File: config.mk
export PLATFORM = sky130hd
export DESIGN_NAME = link_bringup_seq
export DESIGN_NICKNAME = d
export VERILOG_FILES = /design/src/rtl/lbs_pkg.sv /design/src/rtl/lbs_delay.sv /design/src/rtl/lbs_poll.sv /design/src/rtl/link_bringup_seq.sv
export SDC_FILE = /design/constraint.sdc
export NUM_CORES = 1
export LEC_CHECK = 0
export BUFFER_PORTS_ARGS = -buffer_cell sky130_fd_sc_hd__buf_2
export CORE_MARGIN = 4
export CORE_UTILIZATION = 59
export DETAILED_ROUTE_END_ITERATION = 6
export HOLD_SLACK_MARGIN = 0.1
export MAX_ROUTING_LAYER = met4
export PLACE_DENSITY = 0.85
export SYNTH_ARGS = -nofsm -noshare
export SYNTH_HDL_FRONTEND = slang
export SYNTH_SLANG_ARGS = --single-unit
File: constraint.sdc
create_clock -name clk -period 6 [get_ports clk]
set_input_delay 0 -clock clk [delete_from_list [all_inputs] [get_ports clk]]
set_output_delay 0 -clock clk [all_outputs]
set_load 0.01 [all_outputs]
File: src/rtl/lbs_pkg.sv
`timescale 1ns/1ps
package lbs_pkg;
  typedef enum logic [4:0] {
    S_IDLE, S_HALT, S_GRP, S_LPWR, S_ACC, S_LEN,
    S_ZREQ, S_ZWAIT, S_ZPOLL, S_ZGAP, S_ZAPPLY,
    S_FLYOFF, S_DCRUN, S_DWAIT, S_DPOLL, S_DGAP, S_DFIN,
    S_FLYON, S_EDGE, S_FIFO_A, S_FIFO_B, S_FIFO_C,
    S_DONE, S_ERR
  } seq_state_e;

  typedef enum logic [1:0] {
    ERR_NONE = 2'd0,
    ERR_ZFAIL = 2'd1,
    ERR_ZTMO = 2'd2,
    ERR_DTMO = 2'd3
  } err_code_e;
endpackage

File: src/rtl/lbs_delay.sv
`timescale 1ns/1ps
// Shared wait counter: a load of N makes expired rise in the Nth following cycle.
module lbs_delay #(
  parameter int CNT_W = 32
) (
  input  logic             clk,
  input  logic             rst_n,
  input  logic             load,
  input  logic [CNT_W-1:0] load_val,
  output logic             expired
);
  logic [CNT_W-1:0] cnt_q, cnt_d;
  logic             cnt_en;

  always_comb begin
    cnt_en = load || (cnt_q != '0);
    cnt_d  = load ? load_val : (cnt_q - CNT_W'(1));
  end

  always_ff @(posedge clk or negedge rst_n) begin
    if (!rst_n)      cnt_q <= '0;
    else if (cnt_en) cnt_q <= cnt_d;
  end

  assign expired = (cnt_q == CNT_W'(1));

  // scaled waits are clamped, so a zero length is never loaded
  p_load_nonzero_r11: assert property (@(posedge clk) disable iff (!rst_n)
    load |-> (load_val != '0));
endmodule

File: src/rtl/lbs_poll.sv
`timescale 1ns/1ps
// Counts failed polls; last flags the final allowed poll.
module lbs_poll #(
  parameter int MAX_POLLS = 200
) (
  input  logic clk,
  input  logic rst_n,
  input  logic clr,
  input  logic inc,
  output logic last
);
  localparam int PW = $clog2(MAX_POLLS + 1);
  logic [PW-1:0] cnt_q, cnt_d;
  logic          cnt_en;

  always_comb begin
    cnt_en = clr || inc;
    cnt_d  = clr ? '0 : (cnt_q + PW'(1));
  end

  always_ff @(posedge clk or negedge rst_n) begin
    if (!rst_n)      cnt_q <= '0;
    else if (cnt_en) cnt_q <= cnt_d;
  end

  assign last = (cnt_q == PW'(MAX_POLLS - 1));

  // a retry is never scheduled after the final allowed poll
  p_no_overflow_r3: assert property (@(posedge clk) disable iff (!rst_n)
    !(inc && last));
endmodule

File: src/rtl/link_bringup_seq.sv
`timescale 1ns/1ps
module link_bringup_seq
  import lbs_pkg::*;
#(
  parameter int NUM_LANES   = 24,
  parameter int CNT_W       = 32,
  parameter int ZCAL_SETTLE = 5000000,
  parameter int ZCAL_GAP    = 2499,
  parameter int ZCAL_POLLS  = 200,
  parameter int DC_SETTLE   = 250000,
  parameter int DC_GAP      = 249999,
  parameter int DC_POLLS    = 200,
  parameter int SIM_SHIFT   = 8
) (
  input  logic                         clk,
  input  logic                         rst_n,
  input  logic                         start,
  input  logic                         sim_mode,
  input  logic [NUM_LANES-1:0]         lane_mask,
  input  logic                         zcal_done_i,
  input  logic                         zcal_err_i,
  input  logic [NUM_LANES-1:0]         dccal_done_i,
  output logic                         ctl_halt,
  output logic                         grp_pwr,
  output logic [NUM_LANES-1:0]         lane_pwr,
  output logic                         ac_coupled,
  output logic [NUM_LANES-1:0]         lane_en,
  output logic                         zcal_req,
  output logic                         seg_apply,
  output logic [NUM_LANES-1:0]         flywheel_off,
  output logic [NUM_LANES-1:0]         dccal_run,
  output logic                         bank_clr,
  output logic                         edge_clr,
  output logic [NUM_LANES-1:0]         unload_dis,
  output logic [NUM_LANES-1:0]         fifo_init,
  output logic                         tx_ok,
  output logic                         rx_ok,
  output logic                         busy,
  output logic                         done,
  output logic                         err,
  output logic [1:0]                   err_code,
  output logic [$clog2(NUM_LANES)-1:0] err_lane
);
  localparam int LIDX_W = $clog2(NUM_LANES);
  localparam logic [LIDX_W-1:0]    LAST_LANE = LIDX_W'(NUM_LANES - 1);
  localparam logic [NUM_LANES-1:0] ONE_LANE  = NUM_LANES'(1);
  localparam logic [CNT_W-1:0] ZS_C = CNT_W'(ZCAL_SETTLE);
  localparam logic [CNT_W-1:0] ZG_C = CNT_W'(ZCAL_GAP);
  localparam logic [CNT_W-1:0] DS_C = CNT_W'(DC_SETTLE);
  localparam logic [CNT_W-1:0] DG_C = CNT_W'(DC_GAP);

  seq_state_e            st_q, st_d;
  err_code_e             code_q, code_d;
  logic [LIDX_W-1:0]     idx_q, idx_d, elane_q, elane_d;
  logic [NUM_LANES-1:0]  mask_q, mask_d, lpwr_q, lpwr_d, len_q, len_d;
  logic [NUM_LANES-1:0]  fly_q, fly_d, run_q, run_d, unl_q, unl_d;
  logic                  sim_q, sim_d, grp_q, grp_d, ac_q, ac_d;
  logic                  tx_q, tx_d, rx_q, rx_d;
  logic                  tmr_load, tmr_exp, zp_clr, zp_inc, zp_last, dp_clr, dp_inc, dp_last;
  logic [CNT_W-1:0]      tmr_val;
  logic                  lane_sel, lane_last;

  function automatic logic [CNT_W-1:0] scale(input logic [CNT_W-1:0] v, input logic s);
    logic [CNT_W-1:0] r;
    r = s ? (v >> SIM_SHIFT) : v;
    if (r == '0) r = CNT_W'(1);
    return r;
  endfunction

  lbs_delay #(.CNT_W(CNT_W)) u_delay (
    .clk(clk), .rst_n(rst_n), .load(tmr_load), .load_val(tmr_val), .expired(tmr_exp));

  lbs_poll #(.MAX_POLLS(ZCAL_POLLS)) u_zpoll (
    .clk(clk), .rst_n(rst_n), .clr(zp_clr), .inc(zp_inc), .last(zp_last));

  lbs_poll #(.MAX_POLLS(DC_POLLS)) u_dpoll (
    .clk(clk), .rst_n(rst_n), .clr(dp_clr), .inc(dp_inc), .last(dp_last));

  assign lane_sel  = mask_q[idx_q];
  assign lane_last = (idx_q == LAST_LANE);

  always_comb begin
    st_d = st_q;   code_d = code_q; idx_d = idx_q; elane_d = elane_q;
    mask_d = mask_q; sim_d = sim_q; grp_d = grp_q; ac_d = ac_q;
    lpwr_d = lpwr_q; len_d = len_q; fly_d = fly_q; run_d = run_q; unl_d = unl_q;
    tx_d = tx_q; rx_d = rx_q;
    tmr_load = 1'b0; tmr_val = '0;
    zp_clr = 1'b0; zp_inc = 1'b0; dp_clr = 1'b0; dp_inc = 1'b0;
    case (st_q)
      S_IDLE:   if (start) begin
                  st_d = S_HALT; mask_d = lane_mask; sim_d = sim_mode;
                end
      S_HALT:   st_d = S_GRP;
      S_GRP:    begin grp_d = 1'b1;    st_d = S_LPWR; end
      S_LPWR:   begin lpwr_d = mask_q; st_d = S_ACC;  end
      S_ACC:    begin ac_d = 1'b1;     st_d = S_LEN;  end
      S_LEN:    begin len_d = mask_q;  st_d = S_ZREQ; end
      S_ZREQ:   begin
                  tmr_load = 1'b1; tmr_val = scale(ZS_C, sim_q); zp_clr = 1'b1;
                  st_d = S_ZWAIT;
                end
      S_ZWAIT, S_ZGAP: if (tmr_exp) st_d = S_ZPOLL;
      S_ZPOLL:  if (zcal_done_i) begin
                  tx_d = 1'b1; st_d = S_ZAPPLY;
                end else if (zcal_err_i) begin
                  code_d = ERR_ZFAIL; st_d = S_ERR;
                end else if (zp_last) begin
                  code_d = ERR_ZTMO; st_d = S_ERR;
                end else begin
                  zp_inc = 1'b1; tmr_load = 1'b1; tmr_val = scale(ZG_C, sim_q);
                  st_d = S_ZGAP;
                end
      S_ZAPPLY: st_d = S_FLYOFF;
      S_FLYOFF: begin fly_d = mask_q; st_d = S_DCRUN; end
      S_DCRUN:  begin
                  run_d = mask_q; idx_d = '0; dp_clr = 1'b1;
                  tmr_load = 1'b1; tmr_val = scale(DS_C, sim_q);
                  st_d = S_DWAIT;
                end
      S_DWAIT, S_DGAP: if (tmr_exp) st_d = S_DPOLL;
      S_DPOLL:  if (!lane_sel || dccal_done_i[idx_q]) begin
                  dp_clr = 1'b1;
                  if (lane_last) st_d = S_DFIN;
                  else           idx_d = idx_q + LIDX_W'(1);
                end else if (dp_last) begin
                  code_d = ERR_DTMO; elane_d = idx_q; st_d = S_ERR;
                end else begin
                  dp_inc = 1'b1; tmr_load = 1'b1; tmr_val = scale(DG_C, sim_q);
                  st_d = S_DGAP;
                end
      S_DFIN:   begin run_d = '0; rx_d = 1'b1; st_d = S_FLYON; end
      S_FLYON:  begin fly_d = '0; st_d = S_EDGE; end
      S_EDGE:   begin idx_d = '0; st_d = S_FIFO_A; end
      S_FIFO_A: if (lane_sel) begin
                  unl_d[idx_q] = 1'b0; st_d = S_FIFO_B;
                end else if (lane_last) st_d = S_DONE;
                else idx_d = idx_q + LIDX_W'(1);
      S_FIFO_B: st_d = S_FIFO_C;
      S_FIFO_C: begin
                  unl_d[idx_q] = 1'b1;
                  if (lane_last) st_d = S_DONE;
                  else begin idx_d = idx_q + LIDX_W'(1); st_d = S_FIFO_A; end
                end
      S_DONE, S_ERR: st_d = st_q;
      default:  st_d = S_IDLE;
    endcase
  end

  always_ff @(posedge clk or negedge rst_n) begin
    if (!rst_n) begin
      st_q <= S_IDLE;  code_q <= ERR_NONE; idx_q <= '0; elane_q <= '0;
      mask_q <= '0;    sim_q <= 1'b0;      grp_q <= 1'b0; ac_q <= 1'b0;
      lpwr_q <= '0;    len_q <= '0;        fly_q <= '0;   run_q <= '0;
      unl_q <= '1;     tx_q <= 1'b0;       rx_q <= 1'b0;
    end else begin
      st_q <= st_d;    code_q <= code_d;   idx_q <= idx_d; elane_q <= elane_d;
      mask_q <= mask_d; sim_q <= sim_d;    grp_q <= grp_d; ac_q <= ac_d;
      lpwr_q <= lpwr_d; len_q <= len_d;    fly_q <= fly_d; run_q <= run_d;
      unl_q <= unl_d;  tx_q <= tx_d;       rx_q <= rx_d;
    end
  end

  assign ctl_halt     = (st_q == S_HALT);
  assign zcal_req     = (st_q == S_ZREQ);
  assign seg_apply    = (st_q == S_ZAPPLY);
  assign bank_clr     = (st_q == S_DFIN);
  assign edge_clr     = (st_q == S_EDGE);
  assign fifo_init    = (st_q == S_FIFO_B) ? (ONE_LANE << idx_q) : '0;
  assign grp_pwr      = grp_q;
  assign lane_pwr     = lpwr_q;
  assign ac_coupled   = ac_q;
  assign lane_en      = len_q;
  assign flywheel_off = fly_q;
  assign dccal_run    = run_q;
  assign unload_dis   = unl_q;
  assign tx_ok        = tx_q;
  assign rx_ok        = rx_q;
  assign done         = (st_q == S_DONE);
  assign err          = (st_q == S_ERR);
  assign busy         = !(st_q inside {S_IDLE, S_DONE, S_ERR});
  assign err_code     = code_q;
  assign err_lane     = elane_q;

  // no lane power is released before the group supply
  p_grp_first_r2: assert property (@(posedge clk) disable iff (!rst_n)
    (|lane_pwr) |-> grp_pwr);
  // offset calibration only runs in AC-coupled mode with the flywheel stopped
  p_ac_before_run_r6: assert property (@(posedge clk) disable iff (!rst_n)
    (|dccal_run) |-> (ac_coupled && ((dccal_run & ~flywheel_off) == '0)));
  // the receive flag never leads the transmit flag
  p_tx_before_rx_r8: assert property (@(posedge clk) disable iff (!rst_n)
    rx_ok |-> tx_ok);
  // FIFO init only fires while that lane's unload clock runs
  p_init_unloaded_r9: assert property (@(posedge clk) disable iff (!rst_n)
    (fifo_init & unload_dis) == '0);
  // the error state and its code hold
  p_err_sticky_r10: assert property (@(posedge clk) disable iff (!rst_n)
    err |=> (err && $stable(err_code) && $stable(err_lane)));
  // completion implies both calibration phases passed
  p_done_flags_r12: assert property (@(posedge clk) disable iff (!rst_n)
    done |-> (tx_ok && rx_ok && !busy));
  // lanes outside the captured mask stay untouched
  p_mask_r13: assert property (@(posedge clk) disable iff (!rst_n)
    ((lane_pwr | lane_en | flywheel_off | dccal_run | ~unload_dis | fifo_init) & ~mask_q) == '0);
endmodule

==> results.md <==
Floorplanning:
- The vertical die dimension is 140 µm.
- For this configuration, the core starts out at a cell density of 0.610.
- The floorplan has 47 rows.
- The number of placed I/O pins is 217.
- In this run the standard cell core region covers 16,800 µm².
- The die footprint is 19,500 µm².
- The floorplan step set the die width to 140 µm.

Power and ir drop:
- Of the total power, the share spent switching nets is 0.393.
- Dividing total power by cell area gives a power density of 525 nW/µm².
- The clock network fraction of design power is 0.238.
- Across the VDD grid, the largest voltage drop is 0.419 mV.
- The share of total power dissipated in sequential elements is 0.399.
- The internal portion of the total power is 4010 µW.
- For this design the static power due to leakage is 0.00600 µW.
- The combinational fraction of design power is 0.364.
- In this run the power spent charging and discharging nets is 2600 µW.

Logic synthesis:
- The post-synthesis compound-gate area fraction is 0.124.
- The async set or reset register ratio after synthesis is 1.00.
- The number of synthesized flops with an enable pin is 0.
- By area the synthesized netlist is led by dfrtp_1 (46%), mux2_2 (8.5%), dfstp_2 (6.2%).
- For this run, the leading register cell type out of synthesis is dfrtp_1.
- The post-synth net total is 1,002.
- The parity-gate share of the synthesized area counting xor and xnor cells is 0.0361.
- Of the total synthesized cell area, the portion taken by full adders, half adders and majority gates is 0.0144.
- After synthesis, the netlist uses 73 different library cells.
- The dominant cell by count in the synthesized netlist is dfrtp_1.
- The mapped netlist covers 10,200 µm².
- After synthesis, the mean cell area works out to 10.9 µm².
- Summed over all instances, the cell type with the most area after synthesis is dfrtp_1.
- The area share of the leading cell type in the synthesized netlist is 0.465.
- The sequential cell area fraction in the yosys report is 0.526.
- The share of synthesized area spent on multiplexers is 0.111.
- Synthesis produced a netlist whose cell count is 937.
- The post-synthesis simple-gate area fraction is 0.162.
- Synthesis inferred 214 register bits.
- After synthesis, the most frequently instantiated cells are dfrtp_1 (190), nand2_1 (104), nor2_1 (92).
- By area, the combinational part of the netlist is dominated by simple AND/OR/NAND/NOR gates.
- The number of warnings reported in the yosys synthesis log is 0.

Routing:
- After detailed routing, the number of remaining DRC violations is 0.
- The routed design has 31,300 µm of wire.
- The count of nets left with antenna violations once routing finished came out at 0.
- In the routed layout, each cell is associated on average with a via count of 6.34.
- Summing over every cut layer, the via total after detailed routing is 8,893.
- The detailed-routing iteration count for the pre-antenna-repair pass is 5.
- The routed length per placed instance is 22.3 µm.
- The detailed router finished its first iteration with 969 violations.

Timing:
- The number of hold violations in the final report is 0.
- The sum of negative setup slack is 0 ns.
- The clock skew is 0.0201 ns.
- The count of pins over their slew limit is 0.
- The normalized max-slew margin is 0.155.
- Across all hold checks on the routed design, the worst slack comes to 0.112 ns.
- The slew at the pin closest to its max-slew limit is 1.27 ns.
- Setup violations remaining at the end of the flow were counted as 0.
- The final critical delay including setup and external delays is 3.79 ns.
- Setup repair after global routing left no endpoint under its margin.
- The maximum frequency from static timing analysis is 0.264 GHz.
- Of the available clock period, the critical path in the final layout requires 0.632.

Setup path:
- The worst flop-to-flop path startpoint is idx_q[1].
- The worst register-to-register path has a depth of 8.
- The worst register-to-register path has a setup slack of 2.21 ns.
- The critical path launch point type is a flop.
- The critical path class is reg -> reg.
- Along the worst path, the maximum fanout reaches 18.
- Tracing the worst setup path back leads to its startpoint at idx_q[1].
- The worst setup path is captured at a flop.
- For the worst setup path, the data required time is 6.40 ns.
- The critical path's slowest cell is dfrtp_1.
- The endpoint identified for the worst register-to-register timing path is u_delay.cnt_q[16].
- On the worst path, the slowest cell contributes a delay of 0.93 ns.
- The signal on the critical path passes through mux2i_1 > o32ai_1 > a2111oi_2 > a211oi_2 > buf_4 > a21oi_1 > nand3_1 > o31ai_1.
- At the worst endpoint, the arrival time is 4.19 ns.

Place:
- The wire-length estimate of the detail-placed layout is 19,900 µm.
- The count of buffers inserted at the top-level ports is 216.
- The final weighted congestion in routability-driven placement is 0.914.
- The placement-stage cell area is 11,500 µm².

Clocking:
- The TritonCTS sink count is 214.
- In this run the post-CTS setup repair buffer count came out at 0.
- The maximum buffer depth of the clock tree is 3.
- The clock root buffer master is clkbuf_16.
- TritonCTS built the clock tree.
- CTS built an H-tree with a depth of 1.
- Gates resized during post-CTS repair numbered 0.
- Counting the buffers created by CTS gives 23.
- The clock-pin slew of the registers on the worst-case setup and hold paths is 0.06 ns.
- The later pin in the worst-skew pair is clocked with a latency of 0.52 ns.

Cells and area:
- The filler cells instantiated in the layout total 1,085.
- At the end of the flow, the number of nets in the layout was 1,227.
- The fraction of layout instances using a drive strength above 1 is 0.332.
- The area growth from synthesis to layout is 23.1%.
- The post-route cell area is 12,600 µm².

Outcome:
- The run finished with clean final reports.

Global route:
- After global routing the overflow that remains totals 0.
- The first global-routing pass estimated 49,900 µm of wire.
- The number of global-route vias before repair came to 9,041.
- For this run, the total global-route usage over all layers was measured as 0.327.
- Entering global routing, the biggest net connects 103 pins.
- The number of antenna violations at the first check in global routing came to 4.

Flow run:
- The max-cap violation count is 0.

Worst hold path:
- The path class of the tightest hold or removal check is in -> async.
[worst max-delay path, delay by kind of cell (launching register included)]
kind / cells / cell delay (ns)
and+or+nand+nor: 1 / 0.52
DFF: 1 / 0.93
buffers and inverters: 1 / 0.22
AOI/OAI and AO/OA: 5 / 1.66
muxes: 1 / 0.33
[metrics by stage]
stage               cells  power (µW)  setup slack [ns]  utilization
CTS                  1398        6510              2.30        0.750
detailed placement   1329        4900              2.33        0.684
global route         1402        6930              2.02        0.751
floorplan             937        3990              3.28            -
global placement     1329        4800              2.55        0.684
finish               1403        6610              2.21        0.751
[logic make-up (layout without fill, tap and decap cells)]
kind of cell | after synthesis | count (layout)
buffers and inverters | 64 | 305
DFF | 214 | 214
and+or+nand+nor | 342 | 342
other | 0 | 5
xor gates and xnor gates | 40 | 40
AOI/OAI and AO/OA | 166 | 166
adders and majority gates | 12 | 12
muxes | 99 | 99
[placed cells by master, fill, tap and decap left out, types with 6 or more instances in the layout]
cell type / count
mux2_2: 77
buf_4: 9
inv_1: 8
nor3_1: 24
ha_1: 11
nand3_1: 24
nand2_1: 104
dlygate4sd3_1: 28
nand2b_1: 14
xor2_1: 19
o21ai_0: 26
xnor2_1: 20
mux2i_1: 17
and3_1: 6
nor2_1: 89
or3_1: 10
nand4_1: 11
clkbuf_16: 23
dfrtp_1: 190
nor4_1: 14
dfstp_2: 24
a21oi_1: 25
a22o_1: 55
buf_2: 215
[layout make-up]
cell class / count / area, µm² / area share
Timing Repair Buffer: 253 / 1440 / 0.114
Sequential cell: 214 / 5390 / 0.428
Clock inverter: 13 / 205 / 0.0163
Antenna cell: 5 / 12.5 / 0.000994
Tap cell: 220 / 275 / 0.0219
Inverter: 11 / 41.3 / 0.00328
Clock buffer: 28 / 634 / 0.0504
Multi-Input combinational cell: 659 / 4600 / 0.365
[worst max-delay path by stage]
stage | to | slack, ns | depth (start not counted)
2_1_floorplan | u_delay.cnt_q[0] | 3.28 | 8
3_3_place_gp | u_delay.cnt_q[16] | 2.55 | 8
3_5_place_dp | u_delay.cnt_q[16] | 2.33 | 8
4_1_cts | u_delay.cnt_q[16] | 2.30 | 8
5_1_grt | u_delay.cnt_q[16] | 2.02 | 8
6_report | u_delay.cnt_q[16] | 2.21 | 8
[per-layer routing]
layer	wire (µm)	part of all wire	GRT usage
met1	11900	0.38	0.409
met2	15200	0.48	0.522
met3	3160	0.10	0.0830
met4	1010	0.032	0.112
met5	0	0	-
[what timing repair did]
action,in CTS,in global routing
endpoints found under the hold margin,137,0
hold buffers,28,0
setup endpoints to repair,0,0
[power by group through the flow]
stage / Clock (µW) / Combinational, µW / Sequential, µW
after floorplan: 0 / 1530 / 2460
after global placement: 0 / 2220 / 2580
after detailed placement: 0 / 2310 / 2590
after CTS: 1570 / 2340 / 2590
after global routing: 1650 / 2590 / 2700
final: 1570 / 2400 / 2630
No activity file was read; power rests on OpenSTA's default activity.
